===== config.mk =====
export PLATFORM = sky130hd
export DESIGN_NAME = mdio_station_ctrl
export DESIGN_NICKNAME = d
export VERILOG_FILES = /design/src/rtl/mdio_station_pkg.sv /design/src/rtl/mdc_divider.sv /design/src/rtl/mdio_frame_engine.sv /design/src/rtl/mdio_station_ctrl.sv
export SDC_FILE = /design/constraint.sdc
export NUM_CORES = 1
export LEC_CHECK = 0
export BUFFER_PORTS_ARGS = -buffer_cell sky130_fd_sc_hd__buf_2
export CORE_MARGIN = 3
export CORE_UTILIZATION = 55
export CTS_CLUSTER_SIZE = 20
export DETAILED_ROUTE_END_ITERATION = 7
export PLACE_DENSITY_LB_ADDON = 0.12
export SLEW_MARGIN = 5
export SYNTH_ARGS = -nofsm -noshare
export SYNTH_HDL_FRONTEND = slang
export SYNTH_SLANG_ARGS = --single-unit

===== constraint.sdc =====
create_clock -name clk -period 2.3 [get_ports clk]
set_input_delay 0.115 -clock clk [delete_from_list [all_inputs] [get_ports clk]]
set_output_delay 0.115 -clock clk [all_outputs]
set_load 0.01 [all_outputs]

===== src/rtl/mdio_station_pkg.sv =====
package mdio_station_pkg;
  localparam int unsigned FLD_W   = 5;
  localparam int unsigned WORD_W  = 16;
  localparam int unsigned PRE_LEN = 32;
  localparam int unsigned CMD_W   = 2 * FLD_W + 1;
  localparam int unsigned FRAME_LEN = PRE_LEN + 4 + 2 * FLD_W + 2 + WORD_W;
  localparam int unsigned TA_IDX   = PRE_LEN + 4 + 2 * FLD_W;
  localparam int unsigned DATA_IDX = TA_IDX + 2;

  typedef struct packed {
    logic             wr;
    logic [FLD_W-1:0] phy;
    logic [FLD_W-1:0] reg_a;
  } sta_cmd_t;

  function automatic logic [FRAME_LEN-1:0] build_frame(input sta_cmd_t c,
                                                       input logic [WORD_W-1:0] d);
    logic [1:0] op;
    logic [1:0] ta;
    op = c.wr ? 2'b01 : 2'b10;
    ta = 2'b10;
    return {{PRE_LEN{1'b1}}, 2'b01, op, c.phy, c.reg_a, ta, d};
  endfunction
endpackage


===== src/rtl/mdc_divider.sv =====
module mdc_divider #(
  parameter int unsigned HALF = 4
) (
  input  logic clk,
  input  logic rst,
  input  logic run,
  output logic mdc,
  output logic rise_ev,
  output logic fall_ev
);
  localparam int unsigned CNT_W = $clog2(HALF + 1);

  logic [CNT_W-1:0] cnt_q;
  logic             wrap;

  assign wrap    = run && (cnt_q == CNT_W'(HALF - 1));
  assign rise_ev = wrap && !mdc;
  assign fall_ev = wrap && mdc;

  always_ff @(posedge clk) begin
    if (rst || !run) begin
      cnt_q <= '0;
      mdc   <= 1'b0;
    end else if (wrap) begin
      cnt_q <= '0;
      mdc   <= ~mdc;
    end else begin
      cnt_q <= cnt_q + 1'b1;
    end
  end
endmodule


===== src/rtl/mdio_frame_engine.sv =====
module mdio_frame_engine
  import mdio_station_pkg::*;
(
  input  logic              clk,
  input  logic              rst,
  input  logic              start,
  input  sta_cmd_t          cmd,
  input  logic [WORD_W-1:0] wdata,
  input  logic              rise_ev,
  input  logic              fall_ev,
  input  logic              mdio_i,
  output logic              busy,
  output logic              done,
  output logic              run,
  output logic              mdio_o,
  output logic              mdio_oe,
  output logic [WORD_W-1:0] rdata
);
  localparam int unsigned IDX_W = $clog2(FRAME_LEN);

  logic [FRAME_LEN-1:0] shift_q;
  logic [IDX_W-1:0]     idx_q;
  logic                 wr_q;

  assign run    = busy && !done;
  assign mdio_o = shift_q[FRAME_LEN-1];

  always_ff @(posedge clk) begin
    if (rst) begin
      busy    <= 1'b0;
      done    <= 1'b0;
      idx_q   <= '0;
      shift_q <= '0;
      mdio_oe <= 1'b0;
      wr_q    <= 1'b0;
      rdata   <= '0;
    end else if (start && !busy) begin
      busy    <= 1'b1;
      shift_q <= build_frame(cmd, wdata);
      idx_q   <= '0;
      mdio_oe <= 1'b1;
      wr_q    <= cmd.wr;
      rdata   <= '0;
    end else if (done) begin
      done <= 1'b0;
      busy <= 1'b0;
    end else if (busy) begin
      if (rise_ev && !wr_q && idx_q >= IDX_W'(DATA_IDX))
        rdata <= {rdata[WORD_W-2:0], mdio_i};
      if (fall_ev) begin
        if (idx_q == IDX_W'(FRAME_LEN - 1)) begin
          done    <= 1'b1;
          mdio_oe <= 1'b0;
        end else begin
          idx_q   <= idx_q + 1'b1;
          shift_q <= {shift_q[FRAME_LEN-2:0], 1'b1};
          if (!wr_q && idx_q == IDX_W'(TA_IDX - 1))
            mdio_oe <= 1'b0;
        end
      end
    end
  end
endmodule


===== src/rtl/mdio_station_ctrl.sv =====
module mdio_station_ctrl
  import mdio_station_pkg::*;
#(
  parameter int unsigned MDC_HALF = 4
) (
  input  logic                clk,
  input  logic                rst,
  input  logic                sta_data_we,
  input  logic [WORD_W-1:0]   sta_data_wval,
  input  logic                sta_cmd_we,
  input  logic [CMD_W-1:0]    sta_cmd_wval,
  output logic [CMD_W:0]      sta_cmd_rd,
  output logic [WORD_W-1:0]   sta_data_rd,
  output logic                xfer_done,
  output logic                mdc,
  output logic                mdio_out,
  output logic                mdio_oe,
  input  logic                mdio_in
);
  sta_cmd_t          cmd_q;
  sta_cmd_t          cmd_new;
  logic [WORD_W-1:0] data_q;
  logic              busy;
  logic              done;
  logic              run;
  logic              rise_ev;
  logic              fall_ev;
  logic [WORD_W-1:0] rdata;

  assign cmd_new = sta_cmd_t'(sta_cmd_wval);

  always_ff @(posedge clk) begin
    if (rst) begin
      cmd_q  <= '0;
      data_q <= '0;
    end else begin
      if (sta_cmd_we && !busy)
        cmd_q <= cmd_new;
      if (done && !cmd_q.wr)
        data_q <= rdata;
      else if (sta_data_we && !busy)
        data_q <= sta_data_wval;
    end
  end

  mdc_divider #(.HALF(MDC_HALF)) u_div (
    .clk     (clk),
    .rst     (rst),
    .run     (run),
    .mdc     (mdc),
    .rise_ev (rise_ev),
    .fall_ev (fall_ev)
  );

  mdio_frame_engine u_eng (
    .clk     (clk),
    .rst     (rst),
    .start   (sta_cmd_we),
    .cmd     (cmd_new),
    .wdata   (data_q),
    .rise_ev (rise_ev),
    .fall_ev (fall_ev),
    .mdio_i  (mdio_in),
    .busy    (busy),
    .done    (done),
    .run     (run),
    .mdio_o  (mdio_out),
    .mdio_oe (mdio_oe),
    .rdata   (rdata)
  );

  assign sta_cmd_rd  = {busy, cmd_q};
  assign sta_data_rd = data_q;
  assign xfer_done   = done;
endmodule


# Word level (Yosys, flattened, before mapping)
# Cells that the tools add are included.
# W data, S select, Z words.
# word_totals
in_bits,32
output_inout_bits,32
word_cells,71
register_bits,120
# classes
bitwise,3
n_addsub,2
n_mux,20
n_eq_ne,5
n_reduce_logical,27
magnitude_cmp,1
# op_table
cell,n
$mux W64,5
$mux W16,2
$eq A6 B6 Y1 const B,2
$mux W1,12
$reduce_and A4 Y1,3
$logic_and A1 B1 Y1,10
$reduce_bool A2 Y1,4
$add A6 B1 Y6 const B,1
$ge A6 B6 Y1 const B,1
$logic_not A1 Y1,5
$ne A2 B2 Y1 const B,2
$reduce_or A2 Y1,2
$add A3 B1 Y3 const B,1
$eq A3 B2 Y1 const B,1
$not A1 Y1,3
$reduce_and A3 Y1,1
$reduce_bool A3 Y1,1
$mux W2,1
$logic_or A1 B1 Y1,1

# Longest topological paths before layout
# depth
ltp_word,8
depth_mapped,9
ltp_nobuf,6

# Cells and area by module
# A second synthesis with hierarchy kept.
# hier_totals
hier_cells,581
hier_area_um2,4883.4
# modules_own_cells
mod,n_inst,area_each_um2,cells_per_inst
mdio_frame_engine,1,3515.9,421
mdio_station_ctrl,1,1207.4,144
mdc_divider,1,160.2,16

# Worst setup path before layout
# No wires, ideal clock.
# synth_path
path_type,register -> register
start,reg u_div.cnt_q[0]
end,reg u_eng.shift_q[33]
setup_ps,132
setup_slack_ps,513
t_required_ps,2168
synth_period_minus_slack_ps,1787
n_path_buf,3
path_stages_with_launch,10
arrival_ps,1655
cell_sequence,dfxtp_1 > ha_1 > ha_1 > and4b_1 > buf_2 > o21a_1 > buf_4 > buf_2 > nor3_1 > nor3_1
# synth_between
elab_chain_len,5
# synth_lines
element,line,text
"start, declared",mdc_divider.sv:13,logic [CNT_W-1:0] cnt_q;
"start signal, assigned",mdc_divider.sv:28,cnt_q <= cnt_q + 1'b1;
$eq A3 B2 Y1,mdc_divider.sv:16,assign wrap = run && (cnt_q == CNT_W'(HALF - 1));
$logic_and A1 B1 Y1,mdc_divider.sv:16,
$logic_and A1 B1 Y1,mdc_divider.sv:18,assign fall_ev = wrap && mdc;
$reduce_bool A2 Y1 (no line),--,
$reduce_and A4 Y1 (no line),--,
"end signal, assigned",mdio_frame_engine.sv:39,"shift_q <= build_frame(cmd, wdata);"
"end signal, assigned",mdio_frame_engine.sv:56,"shift_q <= {shift_q[FRAME_LEN-2:0], 1'b1};"
"end, declared",mdio_frame_engine.sv:21,logic [FRAME_LEN-1:0] shift_q;
# No other way between the ends.
# A chain may end at the register's enable or synchronous reset.

# Worst setup path after layout
# layout_path
start,reg u_div.cnt_q[0]
end,reg u_eng.shift_q[19]
# The elaborated chain is that of the path after synthesis.

==> reports/results.ini <==
[clock_tree]
clockRootBuffer=clkbuf_8
htree_levels=4
cts_setup_buffers=0
clock_path_buffers=2
cts.sinks=120
numCtsBuffers=17
clk_pin_slew_ns=0.06
clk_latency_ns=0.51
cts_tree=built

[setup_path]
crit_family=compound AO/OA/AOI/OAI gates
required_ns=2.72
cp-startpoint=u_div.cnt_q[0]
critPathKind=flip-flop to flip-flop
crit_path_start_kind=flip-flop
crit_top_cell=ha_1
cp_cell_sequence=ha_1 > ha_1 > and4b_2 > o21a_2 > buf_12 > a21oi_1 > a211oi_1
slowest_stage=and4b_2
reg2reg_from=u_div.cnt_q[0]
worst-path-buf-inv=1
path_max_fanout=68
reg2reg_depth=7
cpPeakStageDelay_ns=0.35
r2r_end=u_eng.shift_q[19]
r2r_slack_ns=0.27
end_kind=flip-flop
worstPathArrival_ns=2.44

[yosys]
syn_inst=542
synth.area.top_cells=dfxtp_1 (51%), mux2i_1 (6.8%), nor2_1 (6.7%)
synth_edf_count=0
yosysTopAreaCell=dfxtp_1
yosysWarnings=0
yosys-mux-area-fraction_pct=6.82
yosysUniqueCellTypes=35
synth_seq_cells=120
yosys.area_share.simple_pct=20.5
synth.net_count=578
synth_area_um2=4700
synthAdderAreaFrac_pct=1.07
synth_xor_area_share_pct=0.932
synth-main-ff-cell=dfxtp_1
synth_top_family_by_area=simple AND/OR/NAND/NOR gates
yosysSeqAreaShare_pct=51.1
async_flop_share_pct=0
synth_top_area_share_pct=51.1
synth_compound_area_share_pct=14.3
avgSynthCellArea_um2=8.67

[detailed_routing]
avgViaCountPerCell=5.54
avgRoutedWirePerCell_um=14.6
first_pass_iters=4
via_count=4064
drcViolationCount=0
wl_um=10700
drtIter0Drc=247
antenna_left=0

[layout]
synthToLayoutAreaGrowth_pct=27.0
fin_area_um2=5960
fin_nets=651
antenna-diode-count=0
fin_util_pct=72.2
seqCellArea_um2=2400
final.fill_count=632
drive_gt1_share_pct=18.2
multi_input_area_um2=2070

[floorplan]
fp.dieArea_um2=9680
die_h_um=98.4
initial_core_util_pct=56.9
io_pins=64
die_w_um=98.4
core_area_um2=8260
std_cell_rows=33

[hold_path]
min_from=rst
min_path_cells=3
holdPathEnd=u_eng.done
hold_path_class=input port to flip-flop

[global_routing]
antenna_found_initial=0
track_usage_pct=22.5
grt_max_degree=70
gr-total-overflow=0
grt_pass1_vias=3777
grt_pass1_wl_um=17700

[sta]
fin_crit_ns=2.03
timing.final.crit_share_pct=88.1
report.final.hold_viol_count=0
slew_headroom_pct=52.8
worst_pin_slew_ns=0.708
clock_skew_ns=0.0100
tns_ns=0
rsz0062_at_grt=no
fmax_ghz=0.494
setup_violations=0
finalMaxSlewViolations=0

[placement]
globalplace.congestion=0.820
dpl-instance-area_um2=5060
numPortBuffers=63
hpwlAfterDp_um=6180

[outcome]
outcome=finished clean

[job]
drv_cap=0

[pwr]
ir_worst_vdd_mv=0.469
power_density_nw_per_um2=910
p_leak_nw=2.57
finalPower_w=0.00543

## synth_stat cells (2+ instances only)
| master | count |
|---|---|
| buf_4 | 3 |
| nor3_1 | 56 |
| nand3_1 | 17 |
| a21oi_1 | 56 |
| and2_1 | 2 |
| xor2_1 | 3 |
| nor2_1 | 84 |
| a211oi_1 | 29 |
| buf_1 | 5 |
| a22oi_1 | 16 |
| ha_1 | 4 |
| mux2i_1 | 32 |
| nand2b_1 | 5 |
| nor2b_1 | 2 |
| buf_2 | 14 |
| xnor2_1 | 2 |
| nand2_1 | 48 |
| inv_1 | 4 |
| dfxtp_1 | 120 |
| clkbuf_1 | 25 |
## state kept, by name, indices dropped and copies added, names as in the netlist, 3 cells and up
register	flops
u_eng.shift_q	64
sta_data_rd	16
u_div.cnt_q	3
u_eng.rdata	16
u_eng.idx_q	6
sta_cmd_rd	10
## worst max path at each step
stage	to	slack, ns	cells after the start
6_report	u_eng.shift_q[19]	0.27	7
4_1_cts	u_eng.shift_q[19]	0.17	7
2_1_floorplan	u_eng.shift_q[33]	0.51	9
5_1_grt	u_eng.shift_q[19]	0.06	6
3_5_place_dp	u_eng.shift_q[21]	0.20	7
3_3_place_gp	u_eng.idx_q[2]	0.33	7
## logic make-up after synthesis
| kind of cell | count (synthesis) |
|---|---|
| simple gates | 220 |
| flops | 120 |
| compound gates | 108 |
| buf+inv | 53 |
| mux | 32 |
| xor+xnor | 5 |
| fa+ha+maj | 4 |
## worst register-to-register path: cells and delay by family (launching register included)
kind                       cells  cell delay (ns)
AOI/OAI and AO/OA              3             0.61
adders and majority gates      2             0.36
and+or+nand+nor                1             0.35
DFF                            1             0.33
buffers and inverters          1             0.28
## cell usage in the layout (no fill, tap or decap), types with 3 or more instances in the layout
| cell | netlist | routed |
|---|---|---|
| a21oi_1 | 56 | 56 |
| a22oi_1 | 16 | 16 |
| buf_2 | 14 | 63 |
| a211oi_1 | 29 | 29 |
| nor2_1 | 84 | 84 |
| ha_1 | 4 | 4 |
| buf_4 | 3 | 9 |
| dlygate4sd3_1 | 0 | 28 |
| xor2_1 | 3 | 3 |
| inv_1 | 4 | 4 |
| inv_6 | 0 | 3 |
| clkbuf_16 | 0 | 16 |
| dfxtp_1 | 120 | 120 |
| nand2b_1 | 5 | 5 |
| nand3_1 | 17 | 17 |
| buf_12 | 0 | 3 |
| mux2i_1 | 32 | 32 |
| clkinvlp_4 | 0 | 3 |
| bufinv_16 | 0 | 4 |
| nand2_1 | 48 | 48 |
| nor3_1 | 56 | 56 |
## power breakdown
group	leakage [nW]	internal, W	total, W	switching (W)
Clock	0.298	0.00180	0.00276	0.000961
Sequential	0.985	0.00219	0.00227	0.0000725
Combinational	1.29	0.000189	0.000406	0.000217
Total	2.57	0.00418	0.00543	0.00125
## layout make-up
cell class	count	area share, %
flip-flops and latches	120	40.3
multi-input cells	369	34.7
repair buffers	103	12.1
clock buffers	18	7.17
clock inverters	14	3.29
well taps	105	2.20
inverters	4	0.252
## metal layers
layer,part of all wire (%),vias up,GRT usage [%]
li1,-,2024,-
met1,44,1914,29.0
met2,50,112,35.9
met3,4.3,14,6.37
met4,1.4,0,8.93
met5,0,-,0
## stage by stage
stage | worst slack [ns] | hold slack (ns) | std cells
after floorplan | 0.513 | 0.251 | 542
after global placement | 0.334 | 0.353 | 673
after detailed placement | 0.201 | 0.368 | 673
after CTS | 0.167 | 0.0748 | 733
after global routing | 0.0589 | 0.101 | 733
final | 0.274 | 0.0821 | 733
## what timing repair did
item	4_1_cts	5_1_grt
gates resized for setup	0	1
hold buffers	28	0
setup endpoints to repair	0	1
hold endpoints to repair	40	0
Note: power is estimated with default switching activity, not from simulation.
